File: src/rtl/pic_pkg.sv
package pic_pkg;
  typedef enum logic [1:0] {
    ACK_IDLE = 2'd0,
    ACK_P1   = 2'd1,
    ACK_GAP  = 2'd2,
    ACK_P2   = 2'd3
  } ack_st_t;

  localparam logic [1:0] REG_BASE = 2'd0;
  localparam logic [1:0] REG_MODE = 2'd1;
  localparam logic [1:0] REG_MAP  = 2'd2;
  localparam logic [1:0] REG_EOI  = 2'd3;
endpackage

File: src/rtl/pic_prio.sv
module pic_prio #(
  parameter int N_IN = 8,
  parameter int ID_W = 3
) (
  input  logic [N_IN-1:0] irr,
  input  logic [N_IN-1:0] isr,
  output logic [N_IN-1:0] elig,
  output logic            any_elig,
  output logic [ID_W-1:0] win_idx
);
  logic [N_IN-1:0] blk;

  // an input is blocked by any in-service bit at its own index or below
  always_comb begin
    blk[0]  = isr[0];
    elig[0] = irr[0] & ~blk[0];
    for (int i = 1; i < N_IN; i++) begin
      blk[i]  = blk[i-1] | isr[i];
      elig[i] = irr[i] & ~blk[i];
    end
  end

  always_comb begin
    win_idx = '0;
    for (int i = N_IN - 1; i >= 0; i--) begin
      if (elig[i]) win_idx = ID_W'(i);
    end
  end

  assign any_elig = |elig;
endmodule

File: src/rtl/pic_ack_seq.sv
module pic_ack_seq
  import pic_pkg::*;
(
  input  logic clk,
  input  logic rst_n,
  input  logic inta_n,
  output logic first_ev,
  output logic p1_end_ev,
  output logic done_ev,
  output logic in_p2
);
  ack_st_t st;
  logic    inta_d;
  logic    fall, rise;

  assign fall      = inta_d & ~inta_n;
  assign rise      = ~inta_d & inta_n;
  assign first_ev  = (st == ACK_IDLE) & fall;
  assign p1_end_ev = (st == ACK_P1) & rise;
  assign done_ev   = (st == ACK_P2) & rise;
  assign in_p2     = (st == ACK_P2);

  always_ff @(posedge clk) begin
    if (!rst_n) begin
      st     <= ACK_IDLE;
      inta_d <= 1'b1;
    end else begin
      inta_d <= inta_n;
      unique case (st)
        ACK_IDLE: if (fall) st <= ACK_P1;
        ACK_P1:   if (rise) st <= ACK_GAP;
        ACK_GAP:  if (fall) st <= ACK_P2;
        ACK_P2:   if (rise) st <= ACK_IDLE;
        default:  st <= ACK_IDLE;
      endcase
    end
  end
endmodule

File: src/rtl/pic_regs.sv
module pic_regs
  import pic_pkg::*;
#(
  parameter int N_IN = 8,
  parameter int ID_W = 3
) (
  input  logic                 clk,
  input  logic                 rst_n,
  input  logic                 cfg_cs,
  input  logic                 cfg_we,
  input  logic [1:0]           cfg_addr,
  input  logic [N_IN-1:0]      cfg_wdata,
  output logic [N_IN-1:ID_W]   base_hi,
  output logic                 aeoi,
  output logic [ID_W-1:0]      own_id,
  output logic [N_IN-1:0]      cas_map,
  output logic                 eoi_ev
);
  logic wr;
  assign wr     = cfg_cs & cfg_we;
  assign eoi_ev = wr & (cfg_addr == REG_EOI);

  always_ff @(posedge clk) begin
    if (!rst_n) begin
      base_hi <= '0;
      aeoi    <= 1'b0;
      own_id  <= '0;
      cas_map <= '0;
    end else if (wr) begin
      case (cfg_addr)
        REG_BASE: base_hi <= cfg_wdata[N_IN-1:ID_W];
        REG_MODE: begin
          aeoi   <= cfg_wdata[0];
          own_id <= cfg_wdata[4 +: ID_W];
        end
        REG_MAP:  cas_map <= cfg_wdata;
        default:  ;
      endcase
    end
  end
endmodule

File: src/rtl/pic_cascade.sv
module pic_cascade #(
  parameter int N_IN = 8
) (
  input  logic                     clk,
  input  logic                     rst_n,
  input  logic                     ms_strap,
  input  logic [N_IN-1:0]          req_i,
  output logic                     int_o,
  input  logic                     inta_n,
  input  logic [$clog2(N_IN)-1:0]  cas_i,
  output logic [$clog2(N_IN)-1:0]  cas_o,
  output logic                     cas_oe,
  output logic [N_IN-1:0]          dout,
  output logic                     dout_oe,
  input  logic                     cfg_cs,
  input  logic                     cfg_we,
  input  logic [1:0]               cfg_addr,
  input  logic [N_IN-1:0]          cfg_wdata
);
  localparam int ID_W = $clog2(N_IN);

  function automatic logic [N_IN-1:0] make_vector(input logic [N_IN-1:ID_W] hi,
                                                  input logic [ID_W-1:0] idx);
    return {hi, idx};
  endfunction

  function automatic logic [N_IN-1:0] lowest_set(input logic [N_IN-1:0] v);
    return v & (~v + N_IN'(1));
  endfunction

  function automatic logic [N_IN-1:0] onehot(input logic [ID_W-1:0] idx);
    return N_IN'(1) << idx;
  endfunction

  logic [N_IN-1:0]    irr, isr, elig, set_m, clr_m;
  logic               any_elig;
  logic [ID_W-1:0]    win_idx, sel_idx, cas_val, own_id;
  logic               sel_valid, slv_hit, mst_own;
  logic               first_ev, p1_end_ev, done_ev, in_p2, eoi_ev, aeoi;
  logic [N_IN-1:0]    cas_map;
  logic [N_IN-1:ID_W] base_hi;
  logic               slv_match;

  pic_regs #(.N_IN(N_IN), .ID_W(ID_W)) u_regs (
    .clk(clk), .rst_n(rst_n), .cfg_cs(cfg_cs), .cfg_we(cfg_we),
    .cfg_addr(cfg_addr), .cfg_wdata(cfg_wdata), .base_hi(base_hi),
    .aeoi(aeoi), .own_id(own_id), .cas_map(cas_map), .eoi_ev(eoi_ev)
  );

  pic_ack_seq u_seq (
    .clk(clk), .rst_n(rst_n), .inta_n(inta_n), .first_ev(first_ev),
    .p1_end_ev(p1_end_ev), .done_ev(done_ev), .in_p2(in_p2)
  );

  pic_prio #(.N_IN(N_IN), .ID_W(ID_W)) u_prio (
    .irr(irr), .isr(isr), .elig(elig), .any_elig(any_elig), .win_idx(win_idx)
  );

  assign slv_match = ~ms_strap & sel_valid & (cas_i == own_id);

  always_comb begin
    set_m = '0;
    clr_m = '0;
    if (first_ev && ms_strap && any_elig) set_m = onehot(win_idx);
    if (p1_end_ev && slv_match)           set_m = onehot(sel_idx);
    if (done_ev && aeoi && (ms_strap ? sel_valid : slv_hit)) clr_m = onehot(sel_idx);
    if (eoi_ev) clr_m = clr_m | lowest_set(isr);
  end

  always_ff @(posedge clk) begin
    if (!rst_n) begin
      irr       <= '0;
      isr       <= '0;
      sel_idx   <= '0;
      sel_valid <= 1'b0;
      slv_hit   <= 1'b0;
      mst_own   <= 1'b0;
      cas_val   <= '0;
    end else begin
      irr <= req_i;
      isr <= (isr | set_m) & ~clr_m;
      if (first_ev) begin
        sel_idx   <= win_idx;
        sel_valid <= any_elig;
        slv_hit   <= 1'b0;
        mst_own   <= ms_strap & any_elig & ~cas_map[win_idx];
        cas_val   <= (ms_strap && any_elig && cas_map[win_idx]) ? win_idx : '0;
      end
      if (p1_end_ev && slv_match) slv_hit <= 1'b1;
      if (done_ev) begin
        sel_valid <= 1'b0;
        slv_hit   <= 1'b0;
        mst_own   <= 1'b0;
        cas_val   <= '0;
      end
    end
  end

  assign int_o   = any_elig;
  assign cas_oe  = ms_strap;
  assign cas_o   = ms_strap ? cas_val : '0;
  assign dout_oe = in_p2 & sel_valid & (ms_strap ? mst_own : slv_hit);
  assign dout    = dout_oe ? make_vector(base_hi, sel_idx) : '0;
endmodule

File: config.mk
export PLATFORM = sky130hd
export DESIGN_NAME = pic_cascade
export DESIGN_NICKNAME = d
export VERILOG_FILES = /design/src/rtl/pic_pkg.sv /design/src/rtl/pic_prio.sv /design/src/rtl/pic_ack_seq.sv /design/src/rtl/pic_regs.sv /design/src/rtl/pic_cascade.sv
export SDC_FILE = /design/constraint.sdc
export NUM_CORES = 1
export LEC_CHECK = 0
export ABC_CLOCK_PERIOD_IN_PS = 2900
export BUFFER_PORTS_ARGS = -buffer_cell sky130_fd_sc_hd__buf_2
export CAP_MARGIN = 25
export CORE_UTILIZATION = 56
export DETAILED_ROUTE_END_ITERATION = 16
export GPL_ROUTABILITY_DRIVEN = 0
export PLACE_DENSITY = 0.79
export SETUP_SLACK_MARGIN = 0.4
export SLEW_MARGIN = 20
export SYNTH_ARGS = -nofsm -noshare
export SYNTH_HDL_FRONTEND = slang
export SYNTH_SLANG_ARGS = --single-unit
File: constraint.sdc
create_clock -name clk -period 2.9 [get_ports clk]
set_clock_uncertainty 0.15 [all_clocks]
set_input_delay 0.145 -clock clk [delete_from_list [all_inputs] [get_ports clk]]
set_output_delay 0.145 -clock clk [all_outputs]
set_load 0.03 [all_outputs]
# Word level (Yosys, flattened, before mapping)
# Cells that the tools add are included.
[word_totals] input_bits=27 ff_bits=45
[classes] muxes=26 order_cmp=1 shift=2 add_sub_neg=1 bitwise=47 reduce_logical=16 eq_ne=11
[ops] op="$mux 8" count=5
[ops] op="$mux 3" count=10
[ops] op="$and 1x1->1" count=21
[ops] op="$and 8x8->8" count=2
[ops] op="$not 8->8" count=2
[ops] op="$or 8x8->8" count=2
[ops] op="$shl 1x3->8 const A" count=2
[ops] op="$not 1->1" count=13
[ops] op="$add 8x1->8 const B" count=1
[ops] op="$eq 2x2->1 const B" count=4
[ops] op="$mux 2" count=4
[ops] op="$ne 2x1->1 const B" count=4
[ops] op="$pmux 2 s4" count=1
[ops] op="$reduce_or 8->1" count=1
[ops] op="$logic_and 1x1->1" count=7
[ops] op="$or 1x1->1" count=7
[ops] op="$reduce_and 2->1" count=3
[ops] op="$mux 1" count=5
[ops] op="$eq 2x1->1 const B" count=2
[ops] op="$logic_not 2->1" count=2
[ops] op="$lt 3x4->1 const B" count=1
[ops] op="$reduce_and 4->1" count=1
[ops] op="$bmux 1 s3" count=1
[ops] op="$eq 3x3->1" count=1
[ops] op="other kinds (2)" count=2

# Depth between registers and ports, before layout
# Gate-level depths: netlist of the first run.
[depth] word_depth=22 depth_mapped=8 depth_no_buf=8

# Modules after synthesis
# A second synthesis of the first run with hierarchy kept.
[unflattened] cells_unflattened=277 hier_area_um2=2492.4
[modules_own_cells] mod="pic_cascade" area_each_um2=1346.3 cells_each=146 n_inst=1 seq_area_each_um2=500.5
[modules_own_cells] mod="pic_regs" area_each_um2=676.9 cells_each=68 n_inst=1 seq_area_each_um2=340.3
[modules_own_cells] mod="pic_ack_seq" area_each_um2=257.7 cells_each=27 n_inst=1 seq_area_each_um2=60.1
[modules_own_cells] mod="pic_prio" area_each_um2=211.5 cells_each=36 n_inst=1 seq_area_each_um2=0.0

# Worst setup path after synthesis of the first run
# OpenSTA, ideal clock, no wires.
[synth_path] kind="reg-to-reg" startpoint="register isr[0]" endpoint="register mst_own" arrival_time_ps=1781 setup_slack_ps=853 path_stages_with_launch=9 synth_period_minus_slack_ps=2047 path_cell_list="dfxtp_1 -> buf_6 -> nor3_4 -> nand2_2 -> o21a_1 -> or2_4 -> mux2i_1 -> o22ai_2 -> a22o_1"
[synth_between] elab_chain_len=21 elab_cells_between_ends=37 cone_classes="10 x mux; 26 x bitwise; 1 x reduce/logical"
[synth_lines] item="start, declared" line_no="pic_cascade.sv:35" source="logic [N_IN-1:0] irr, isr, elig, set_m, clr_m;"
[synth_lines] item="start signal, assigned" line_no="pic_cascade.sv:81" source="isr <= (isr | set_m) & ~clr_m;"
[synth_lines] item="$or 1x1->1 (7 in a row)" line_no="pic_prio.sv:18" source="blk[i] = blk[i-1] | isr[i];"
[synth_lines] item="$not 1->1" line_no="pic_prio.sv:19" source="elig[i] = irr[i] & ~blk[i];"
[synth_lines] item="$and 1x1->1" line_no="pic_prio.sv:19"
[synth_lines] item="$mux 3 (8 in a row)" line_no="pic_prio.sv:26" source="if (elig[i]) win_idx = ID_W'(i);"
[synth_lines] item="$bmux 1 s3" line_no="pic_cascade.sv:86" source="mst_own <= ms_strap & any_elig & ~cas_map[win_idx];"
[synth_lines] item="$mux 1 (not written as such)" line_no="pic_cascade.sv:86"
[synth_lines] item="$not 1->1" line_no="pic_cascade.sv:86"
[synth_lines] item="$and 1x1->1 *" line_no="pic_cascade.sv:86"
[synth_lines] item="end signal, assigned" line_no="pic_cascade.sv:86"
[synth_lines] item="end, declared" line_no="pic_cascade.sv:38" source="logic sel_valid, slv_hit, mst_own;"
# Mark *: on every way between the ends. The rest lies on a longest branch, timed or not. The select of a mux whose other input is x is not followed.
# A chain may end at the register's enable or synchronous reset.

# Final worst setup path of the first run
[layout_path] startpoint="register u_seq.st[0]" endpoint="output port dout[3]"
[layout_between] elab_chain_len=4
[layout_lines] item="start, declared" line_no="pic_ack_seq.sv:12" source="ack_st_t st;"
[layout_lines] item="start signal, assigned" line_no="pic_ack_seq.sv:25" source="st <= ACK_IDLE;"
[layout_lines] item="start signal, assigned" line_no="pic_ack_seq.sv:30" source="ACK_IDLE: if (fall) st <= ACK_P1;"
[layout_lines] item="start signal, assigned" line_no="pic_ack_seq.sv:31" source="ACK_P1: if (rise) st <= ACK_GAP;"
[layout_lines] item="$eq 2x2->1" line_no="pic_ack_seq.sv:21" source="assign in_p2 = (st == ACK_P2);"
[layout_lines] item="$and 1x1->1 (2 in a row)" line_no="pic_cascade.sv:102" source="assign dout_oe = in_p2 & sel_valid & (ms_strap ? mst_own : slv_hit);"
[layout_lines] item="$mux 8" line_no="pic_cascade.sv:103" source="assign dout = dout_oe ? make_vector(base_hi, sel_idx) : '0;"
[layout_lines] item="end, declared" line_no="pic_cascade.sv:13" source="output logic [N_IN-1:0] dout,"
# No other way between the ends.

==> results.yml, run 1 <==
placed_design:
  port_buffers: 40
  placedInstanceArea_sq_mm: 0.00268
  detailedPlacementHpwl_microns: 4060
clocking:
  cts-root-to-sink-buffers: 2
  cts_made_buffers: 5
  numClockSinks: 45
  post-cts-setup-buffers: 0
  worst_setup_hold_path_clk_slew_ps: 90
  ctsResizeCount: 0
  clock_tree_from_tritoncts: "done"
  clk-insertion-delay-late_ps: 310
  cts_root_buffer: "clkbuf_8"
  cts_max_level: 2
floorplanning:
  die_width_microns: 68.2
  height_of_the_chip_microns: 68.2
  floorplan.io_pins: 41
  initial_core_util: 0.596
  fp-row-count: 23
  die_area_sq_mm: 0.00465
  coreArea_sq_mm: 0.00412
worst_setup_path:
  timing.critical_path.required_ps: 2610
  worst_ep_arrival_time_ps: 1980
  cp-start-kind: "flop"
  timing.critical_path.to_type: "output port"
  critPathLaunch: "u_seq.st[0]"
  worst_reg2reg_startpoint: "isr[0]"
  timing.critical_path.cells: "ha_1 -> nand2_1 -> a21oi_1 -> and2_1 -> buf_2"
  worst-setup-path-type: "flop to output port"
  crit_path_max_incr_delay_ps: 520
  path_max_fanout: 9
  cp_slowest_cell: "a21oi_1"
logic_synthesis:
  synth_seq_area_share: 0.367
  netlist_area_sq_mm: 0.00245
  synth_top_area_share: 0.367
  netlist.top_cell.by_area: "dfxtp_1"
  async_reset_ff_frac: 0
  ys_warn_count: 0
  syn-instance-count: 302
  number_of_enable_type_register_cells_in_the_synthesized_netlist: 0
  netlist-cell-type-count: 51
  postSynthRegisterBits: 45
  syn-mean-instance-area_sq_um: 8.12
  synthFlopType: "dfxtp_1"
  synth.top_cells.by_area: "dfxtp_1, nand2_1, and2_1"
  mappedNetlistNets: 333
timing:
  finalSetupTns_ps: 0
  rsz0062_at_grt: "false"
  setup_viol_count_final: 0
  final-max-slew-violation-count: 0
  finalHoldWorstSlack_ps: 37.7
  timing.max_slew.rel_slack: 0.425
  hold_violations: 0
  post-route-min-period_ps: 2270
  timing.fmax_mhz: 440
  timing_worst_slew_pin_value_ps: 855
  layout_worst_path_cycle_share: 0.784
power:
  internal_power_mw: 1.00
  design_power_total_mw: 1.42
  combinationalPowerShare: 0.211
  total_switching_power_mw: 0.423
  sw_frac_of_total: 0.297
  power_leakage_nw: 1.15
  clock_power_share: 0.312
  p_per_area_mw_per_mm2: 482
  highest_ir_drop_seen_on_vdd_mv: 0.301
  power.sequential.fraction: 0.478
detailed_routing:
  vias: 2291
  drc: 0
  drt_antenna_net_count: 0
  drt_wl_total_microns: 5710
  dr.pass1.iters: 4
  mean_routed_wirelength_per_cell_microns: 14.0
  drt-vias-per-instance: 5.62
  drt_first_iter_violations: 138
finish:
  area.growth.synth_to_final_pct: 20.5
  fillers: 323
  num-nets-final: 388
  most_common_cell_after_layout_fill_and_taps_aside: "nand2_1"
  num_antenna_cells: 0
  layout.cells.most_common_list: "nand2_1, dfxtp_1, buf_2, and2_1, nor2_1"
  finish.utilization: 0.718
  share_of_post_route_cells_with_drive_strength_above_1: 0.173
  fin_area_sq_mm: 0.00296
global_route:
  grt_pass1_wl_microns: 9550
  globalRouteTotalUtil: 0.279
  pin_count_of_the_biggest_net_entering_global_routing: 40
  grt-ovfl-total: 0
  antenna_violations_before_repair: 0
  grt_pass1_vias: 2107
outcome:
  outcome: "finished clean"
min_path:
  worst_hold_startpoint: "rst_n"
  holdCritPathClass: "input port to flop"
job:
  cap_violations: 0
==> final cells by class <==
cell class	instances	area [sq um]	area share
Clock inverter	1	8.76	0.00296
Inverter	9	33.8	0.0114
Multi-Input combinational cell	236	1460	0.494
Sequential cell	45	901	0.305
Timing Repair Buffer	60	393	0.133
Clock buffer	7	96.3	0.0326
Tap cell	50	62.6	0.0212
==> critical path, delay by kind of cell, from the launching register on <==
family	cells	cell delay, ps
buf+inv	1	190
compound gates	1	520
fa+ha+maj	1	270
simple gates	2	290
flops	1	400
==> final timing paths <==
kind / to / slack [ps] / depth (start not counted)
hold reg to reg: cas_val[1] / 300 / 2
hold / removal: cas_val[2] / 40 / 3
setup reg to reg: isr[6] / 660 / 7
setup / recovery: dout[3] / 630 / 5
==> Yosys cell counts, types with 4 or more instances <==
library cell,instances
a211oi_1,5
a21boi_0,8
a21oi_1,14
and2_1,23
clkbuf_1,9
dfxtp_1,45
ha_1,4
inv_1,9
mux2i_1,12
nand2_1,46
nand2b_1,5
nand3_1,10
nor2_1,22
nor2b_1,16
nor3_1,5
o211ai_1,6
o21ai_0,8
==> power by group through the flow <==
| stage | logic (mW) | clock network, mW | registers, mW |
|---|---|---|---|
| after floorplan | 0.216 | 0 | 0.680 |
| after global placement | 0.275 | 0 | 0.693 |
| after detailed placement | 0.278 | 0 | 0.695 |
| after CTS | 0.298 | 0.454 | 0.680 |
| after global routing | 0.335 | 0.475 | 0.686 |
| final | 0.300 | 0.444 | 0.681 |
==> per-stage QoR <==
stage / setup slack [ps] / instances
final: 626 / 408
after global routing: 455 / 408
after CTS: 577 / 408
after detailed placement: 696 / 383
after global placement: 751 / 383
after floorplan: 853 / 302
==> flip-flops by register name, indices dropped and copies added (netlist names) <==
register / count
mst_own: 1
sel_idx: 3
u_regs.base_hi: 5
u_regs.own_id: 3
u_regs.cas_map: 8
cas_val: 3
irr: 8
u_seq.inta_d: 1
u_regs.aeoi: 1
u_seq.st: 2
sel_valid: 1
isr: 8
slv_hit: 1
==> layer usage <==
metal / vias up / wire [microns] / GRT usage
li1: 1174 / - / -
met1: 1034 / 2630 / 0.365
met2: 72 / 2670 / 0.450
met3: 11 / 303 / 0.0567
met4: 0 / 111 / 0.104
met5: - / 0 / 0
==> what timing repair did <==
item,4_1_cts,5_1_grt
endpoints found under the setup margin,0,0
hold endpoints to repair,22,0
hold buffers,17,0
==> logic make-up (layout without fill, tap and decap cells) <==
logic type,count (synthesis),count (layout),share of synthesized area
and+or+nand+nor,148,148,0.319
AOI/OAI and AO/OA,69,69,0.196
DFF,45,45,0.367
buffers and inverters,21,77,0.0372
muxes,12,12,0.0490
adders and majority gates,4,4,0.0204
xor gates and xnor gates,3,3,0.0107
Power figures use the tool's default switching activity.
==> run 2, diff against run 1 <==
--- a/config.mk
+++ b/config.mk
@@ -5,7 +5,7 @@
 export SDC_FILE = /design/constraint.sdc
 export NUM_CORES = 1
 export LEC_CHECK = 0
-export ABC_CLOCK_PERIOD_IN_PS = 2900
+export ABC_CLOCK_PERIOD_IN_PS = 2200
 export BUFFER_PORTS_ARGS = -buffer_cell sky130_fd_sc_hd__buf_2
 export CAP_MARGIN = 25
 export CORE_UTILIZATION = 56
==> constraint.sdc (replaced) <==
create_clock -name clk -period 2.2 [get_ports clk]
set_clock_uncertainty 0.15 [all_clocks]
set_input_delay 0.11 -clock clk [delete_from_list [all_inputs] [get_ports clk]]
set_output_delay 0.11 -clock clk [all_outputs]
set_load 0.03 [all_outputs]
==> run 2 against run 1 <==
Effect of this change: critical path depth increased by 2; largest cell class unchanged; non-clock buffer count grew 33; critical path type is now flop to flop; first-iteration DRC count increased to 2.9 times the previous value; clock-buffer cell count is 1 lower; cell area rose by 22%.
==> results.yml, run 2 (synthesis gave the netlist of run 1 again) <==
floorplanning:
  die_width_microns: 68.2
  initial_core_util: 0.596
  height_of_the_chip_microns: 68.2
  fp-row-count: 23
  coreArea_sq_mm: 0.00412
  die_area_sq_mm: 0.00465
  floorplan.io_pins: 41
timing:
  setup_viol_count_final: 0
  rsz0062_at_grt: "true"
  final-max-slew-violation-count: 0
  timing.max_slew.rel_slack: 0.658
  postLayoutSetupSlackWorst_ps: 2.51
  hold_violations: 0
  timing.fmax_mhz: 455
  timing_worst_slew_pin_value_ps: 511
  layout_worst_path_cycle_share: 0.999
  post-route-min-period_ps: 2200
global_route:
  antenna_violations_before_repair: 0
  grt_pass1_wl_microns: 11100
  grt-ovfl-total: 0
  grt_pass1_vias: 2370
  pin_count_of_the_biggest_net_entering_global_routing: 20
  globalRouteTotalUtil: 0.325
job:
  cap_violations: 0
placed_design:
  detailedPlacementHpwl_microns: 4390
  dp_cells: 389
  preCtsSetupSlack_ps: 110
  port_buffers: 40
  placedInstanceArea_sq_mm: 0.00275
finish:
  num-nets-final: 422
  layoutNonFillerInstCount: 442
  area.growth.synth_to_final_pct: 47.1
  share_of_post_route_cells_with_drive_strength_above_1: 0.370
  fin_area_sq_mm: 0.00361
  layout.cells.most_common_list: "nand2_1, dfxtp_1, buf_2, buf_4, dlygate4sd3_1"
  most_common_cell_after_layout_fill_and_taps_aside: "nand2_1"
  largest_registers: "irr x8, isr x8, u_regs.cas_map x8"
  fillers: 186
  num_antenna_cells: 0
clocking:
  cts_max_level: 2
  clk-insertion-delay-late_ps: 310
  numClockSinks: 45
  cts-root-to-sink-buffers: 2
  cts_made_buffers: 5
  cts_root_buffer: "clkbuf_8"
  worst_setup_hold_path_clk_slew_ps: 90
  clock_tree_from_tritoncts: "done"
worst_setup_path:
  path_max_fanout: 4
  timing.critical_path.to_type: "flop"
  worst-setup-path-type: "flop to flop"
  cp-start-kind: "flop"
  worst_ep_arrival_time_ps: 2290
  timing.critical_path.required_ps: 2290
power:
  highest_ir_drop_seen_on_vdd_mv: 0.361
  p_per_area_mw_per_mm2: 607
  design_power_total_mw: 2.19
  power_leakage_nw: 1.41
detailed_routing:
  drt_first_iter_violations: 407
  drt-vias-per-instance: 6.37
  mean_routed_wirelength_per_cell_microns: 19.4
  drc: 0
  drt_antenna_net_count: 0
  drt_wl_total_microns: 8580
  vias: 2817
  dr.pass1.iters: 5
outcome:
  outcome: "finished clean"
min_path:
  holdCritPathClass: "input port to flop"
[run 2: timing repair]
| action | CTS | global route |
|---|---|---|
| pin swaps | 14 | 22 |
| resized for setup | 43 | 57 |
| endpoints found under the hold margin | 25 | 0 |
| buffers inserted | 17 | 10 |
| gates cloned | 1 | 0 |
| hold buffers | 17 | 0 |
| setup endpoints to repair | 24 | 24 |
[run 2: power by group]
group	total [mW]	internal, mW	switching (mW)	leakage, nW
clock	0.662	0.369	0.293	0.0574
combinational	0.614	0.286	0.328	0.978
sequential	0.915	0.855	0.0605	0.372
[run 2: cell type report]
cell class	count	area, sq um	area share
clock inverter	2	37.5	0.0104
timing repair buffer	93	723	0.200
sequential	45	927	0.257
tap	50	62.6	0.0173
inverter	9	36.3	0.0101
clock buffer	6	82.6	0.0229
multi-input combinational	237	1740	0.482
[run 2: metrics by stage]
step	utilization	hold slack (ps)	TNS (ps)
finish	0.877	58.5	0
global route	0.877	77.4	-109
detailed placement	0.668	170	0
floorplan	-	61.5	0
global placement	0.668	165	0
CTS	0.811	36.7	0
[run 2: final timing paths]
| path | from | end | slack [ps] | cells past startpoint |
|---|---|---|---|---|
| setup / recovery | irr[1] | mst_own | 3 | 7 |
| hold / removal | rst_n | isr[2] | 60 | 3 |
| setup reg to reg | irr[1] | mst_own | 3 | 7 |
| hold reg to reg | cas_val[0] | cas_val[0] | 310 | 2 |
[run 2: critical path, stage by stage (launching register included)]
cell	delay [ps]
dfxtp_1	350
or4b_4	560
a21oi_4	180
a21oi_4	60
buf_4	180
o21a_1	220
o22ai_2	260
a22o_1	170
[run 2: layer usage]
| layer | vias to the layer above | GRT usage | routed length (microns) |
|---|---|---|---|
| li1 | 1240 | - | - |
| met5 | - | 0 | 0 |
| met3 | 59 | 0.0617 | 735 |
| met1 | 1302 | 0.413 | 3240 |
| met2 | 216 | 0.528 | 4130 |
| met4 | 0 | 0.151 | 473 |
==> run 3, diff against run 2 <==
--- a/config.mk
+++ b/config.mk
@@ -12,6 +12,7 @@
 export DETAILED_ROUTE_END_ITERATION = 16
 export GPL_ROUTABILITY_DRIVEN = 0
 export PLACE_DENSITY = 0.79
+export RECOVER_POWER = 25
 export SETUP_SLACK_MARGIN = 0.4
 export SLEW_MARGIN = 20
 export SYNTH_ARGS = -nofsm -noshare
==> run 3 against run 2 <==
Effect of this change: critical path depth stayed put; cell area is 0.10% lower; wire length hardly changed; combinational power hardly changed; hold slack better by 4.9 ps; die area stayed put; register-to-register slack hardly changed; maximum frequency hardly changed; first-iteration DRC count stayed put; sequential cell count stayed put; non-clock buffer count stayed put; highest routed layer unchanged.
==> results.yml, run 3 (synthesis gave the netlist of run 1 again) <==
power:
  design_power_total_mw: 2.19
  sw_frac_of_total: 0.311
  highest_ir_drop_seen_on_vdd_mv: 0.364
  power_leakage_nw: 1.40
  p_per_area_mw_per_mm2: 608
  power.sequential.fraction: 0.418
  internal_power_mw: 1.51
  clock_power_share: 0.303
  combinationalPowerShare: 0.280
  total_switching_power_mw: 0.683
detailed_routing:
  dr.pass1.iters: 5
  drt_wl_total_microns: 8580
  drt_antenna_net_count: 0
  drt_first_iter_violations: 407
  drt-vias-per-instance: 6.31
  drc: 0
  mean_routed_wirelength_per_cell_microns: 19.4
  vias: 2789
finish:
  num_antenna_cells: 0
  most_common_cell_after_layout_fill_and_taps_aside: "nand2_1"
  sequential_cell_area_sq_um: 927
  layoutNonFillerInstCount: 442
  share_of_post_route_cells_with_drive_strength_above_1: 0.362
  fillers: 188
  fin_area_sq_mm: 0.00360
  num-nets-final: 422
  largest_registers: "irr x8, isr x8, u_regs.cas_map x8"
  multi_input_area_sq_mm: 0.00174
  area.growth.synth_to_final_pct: 47.0
  layout.cells.most_common_list: "nand2_1, dfxtp_1, buf_4, buf_2, dlygate4sd3_1"
clocking:
  clock_tree_from_tritoncts: "done"
  numClockSinks: 45
  cts_root_buffer: "clkbuf_8"
  worst_setup_hold_path_clk_slew_ps: 90
  cts_made_buffers: 5
  clk-insertion-delay-late_ps: 310
  cts-root-to-sink-buffers: 2
  cts_max_level: 2
global_route:
  global_route_met2_usage: 0.528
  grt_pass1_vias: 2370
  grt-ovfl-total: 0
  antenna_violations_before_repair: 0
  grt.met3_usage: 0.0617
  groute.layer.met1.usage: 0.413
  grt_pass1_wl_microns: 11100
  top_usage_layer: "met2"
  pin_count_of_the_biggest_net_entering_global_routing: 20
  globalRouteTotalUtil: 0.325
placed_design:
  dp_cells: 389
  detailedPlacementHpwl_microns: 4390
  placedInstanceArea_sq_mm: 0.00275
  port_buffers: 40
floorplanning:
  coreArea_sq_mm: 0.00412
  fp-row-count: 23
  floorplan.io_pins: 41
  height_of_the_chip_microns: 68.2
  initial_core_util: 0.596
  die_width_microns: 68.2
  die_area_sq_mm: 0.00465
timing:
  setup_viol_count_final: 0
  finalHoldWorstSlack_ps: 63.5
  timing.fmax_mhz: 455
  layout_worst_path_cycle_share: 1.00
  timing.max_slew.rel_slack: 0.660
  timing_worst_slew_pin_value_ps: 509
  rsz0062_at_grt: "true"
  post-route-min-period_ps: 2200
  finalSetupTns_ps: 0
  final-max-slew-violation-count: 0
  hold_violations: 0
worst_setup_path:
  timing.critical_path.to_type: "flop"
  crit-reg2reg-capture: "mst_own"
  path_max_fanout: 4
  worst_ep_arrival_time_ps: 2290
  cp_slowest_cell: "or4b_4"
  worst_reg2reg_startpoint: "irr[1]"
  crit_path_max_incr_delay_ps: 560
  timing.critical_path.required_ps: 2290
  most_common_cell_on_crit_path: "a21oi_4"
  cp-start-kind: "flop"
  timing.reg2reg.setup_slack_ps: 0.7
  timing.critical_path.cells: "or4b_4 -> a21oi_4 -> a21oi_4 -> buf_4 -> o21a_1 -> o22ai_2 -> a22o_1"
  reg2reg_depth: 7
  worst-setup-path-type: "flop to flop"
min_path:
  worst_hold_startpoint: "rst_n"
  holdCritPathClass: "input port to flop"
  hold_depth: 3
  worst_hold_endpoint: "isr[2]"
outcome:
  outcome: "finished clean"
job:
  cap_violations: 0
==> run 3: repair_timing <==
| item | 4_1_cts | 5_1_grt |
|---|---|---|
| setup endpoints to repair | 24 | 24 |
| resized for setup | 43 | 57 |
| buffers inserted | 17 | 10 |
| gates cloned | 1 | 0 |
| endpoints found under the hold margin | 25 | 0 |
| pin swaps | 14 | 22 |
| hold buffers | 17 | 0 |
==> run 3: area by class of cell <==
cell class,instances,area share
Clock buffer,6,0.0229
Clock inverter,2,0.0104
Inverter,9,0.0101
Multi-Input combinational cell,237,0.482
Sequential cell,45,0.257
Tap cell,50,0.0174
Timing Repair Buffer,93,0.200
==> run 3: layer usage <==
layer  vias to the layer above  part of all wire
met1                      1296              0.38
met5                         -                 0
met2                       197              0.48
met3                        55             0.080
li1                       1241                 -
met4                         0             0.054
==> run 3: power groups by stage <==
stage	logic (mW)	clock network, mW	registers, mW
after global placement	0.380	0	0.914
after global routing	0.649	0.697	0.921
after floorplan	0.290	0	0.897
after detailed placement	0.387	0	0.915
final	0.613	0.664	0.915
after CTS	0.492	0.666	0.902
==> run 3: critical path: cells and delay by family (launching register included) <==
| kind | cells | cell delay (ps) |
|---|---|---|
| buf+inv | 1 | 180 |
| simple gates | 1 | 560 |
| flops | 1 | 360 |
| compound gates | 5 | 880 |
==> run 3: worst max-delay path by stage <==
stage            from    endpoint
6_report       irr[1]     mst_own
5_1_grt        isr[5]      isr[6]
4_1_cts        isr[2]     mst_own
3_5_place_dp   isr[2]      isr[2]
3_3_place_gp   isr[2]  cas_val[1]
2_1_floorplan  isr[0]     mst_own
==> run 3: per-stage QoR <==
stage	util	worst slack, ps
finish	0.876	0.671
global route	0.876	-95.5
CTS	0.811	82.6
detailed placement	0.668	110
global placement	0.668	161
floorplan	-	238
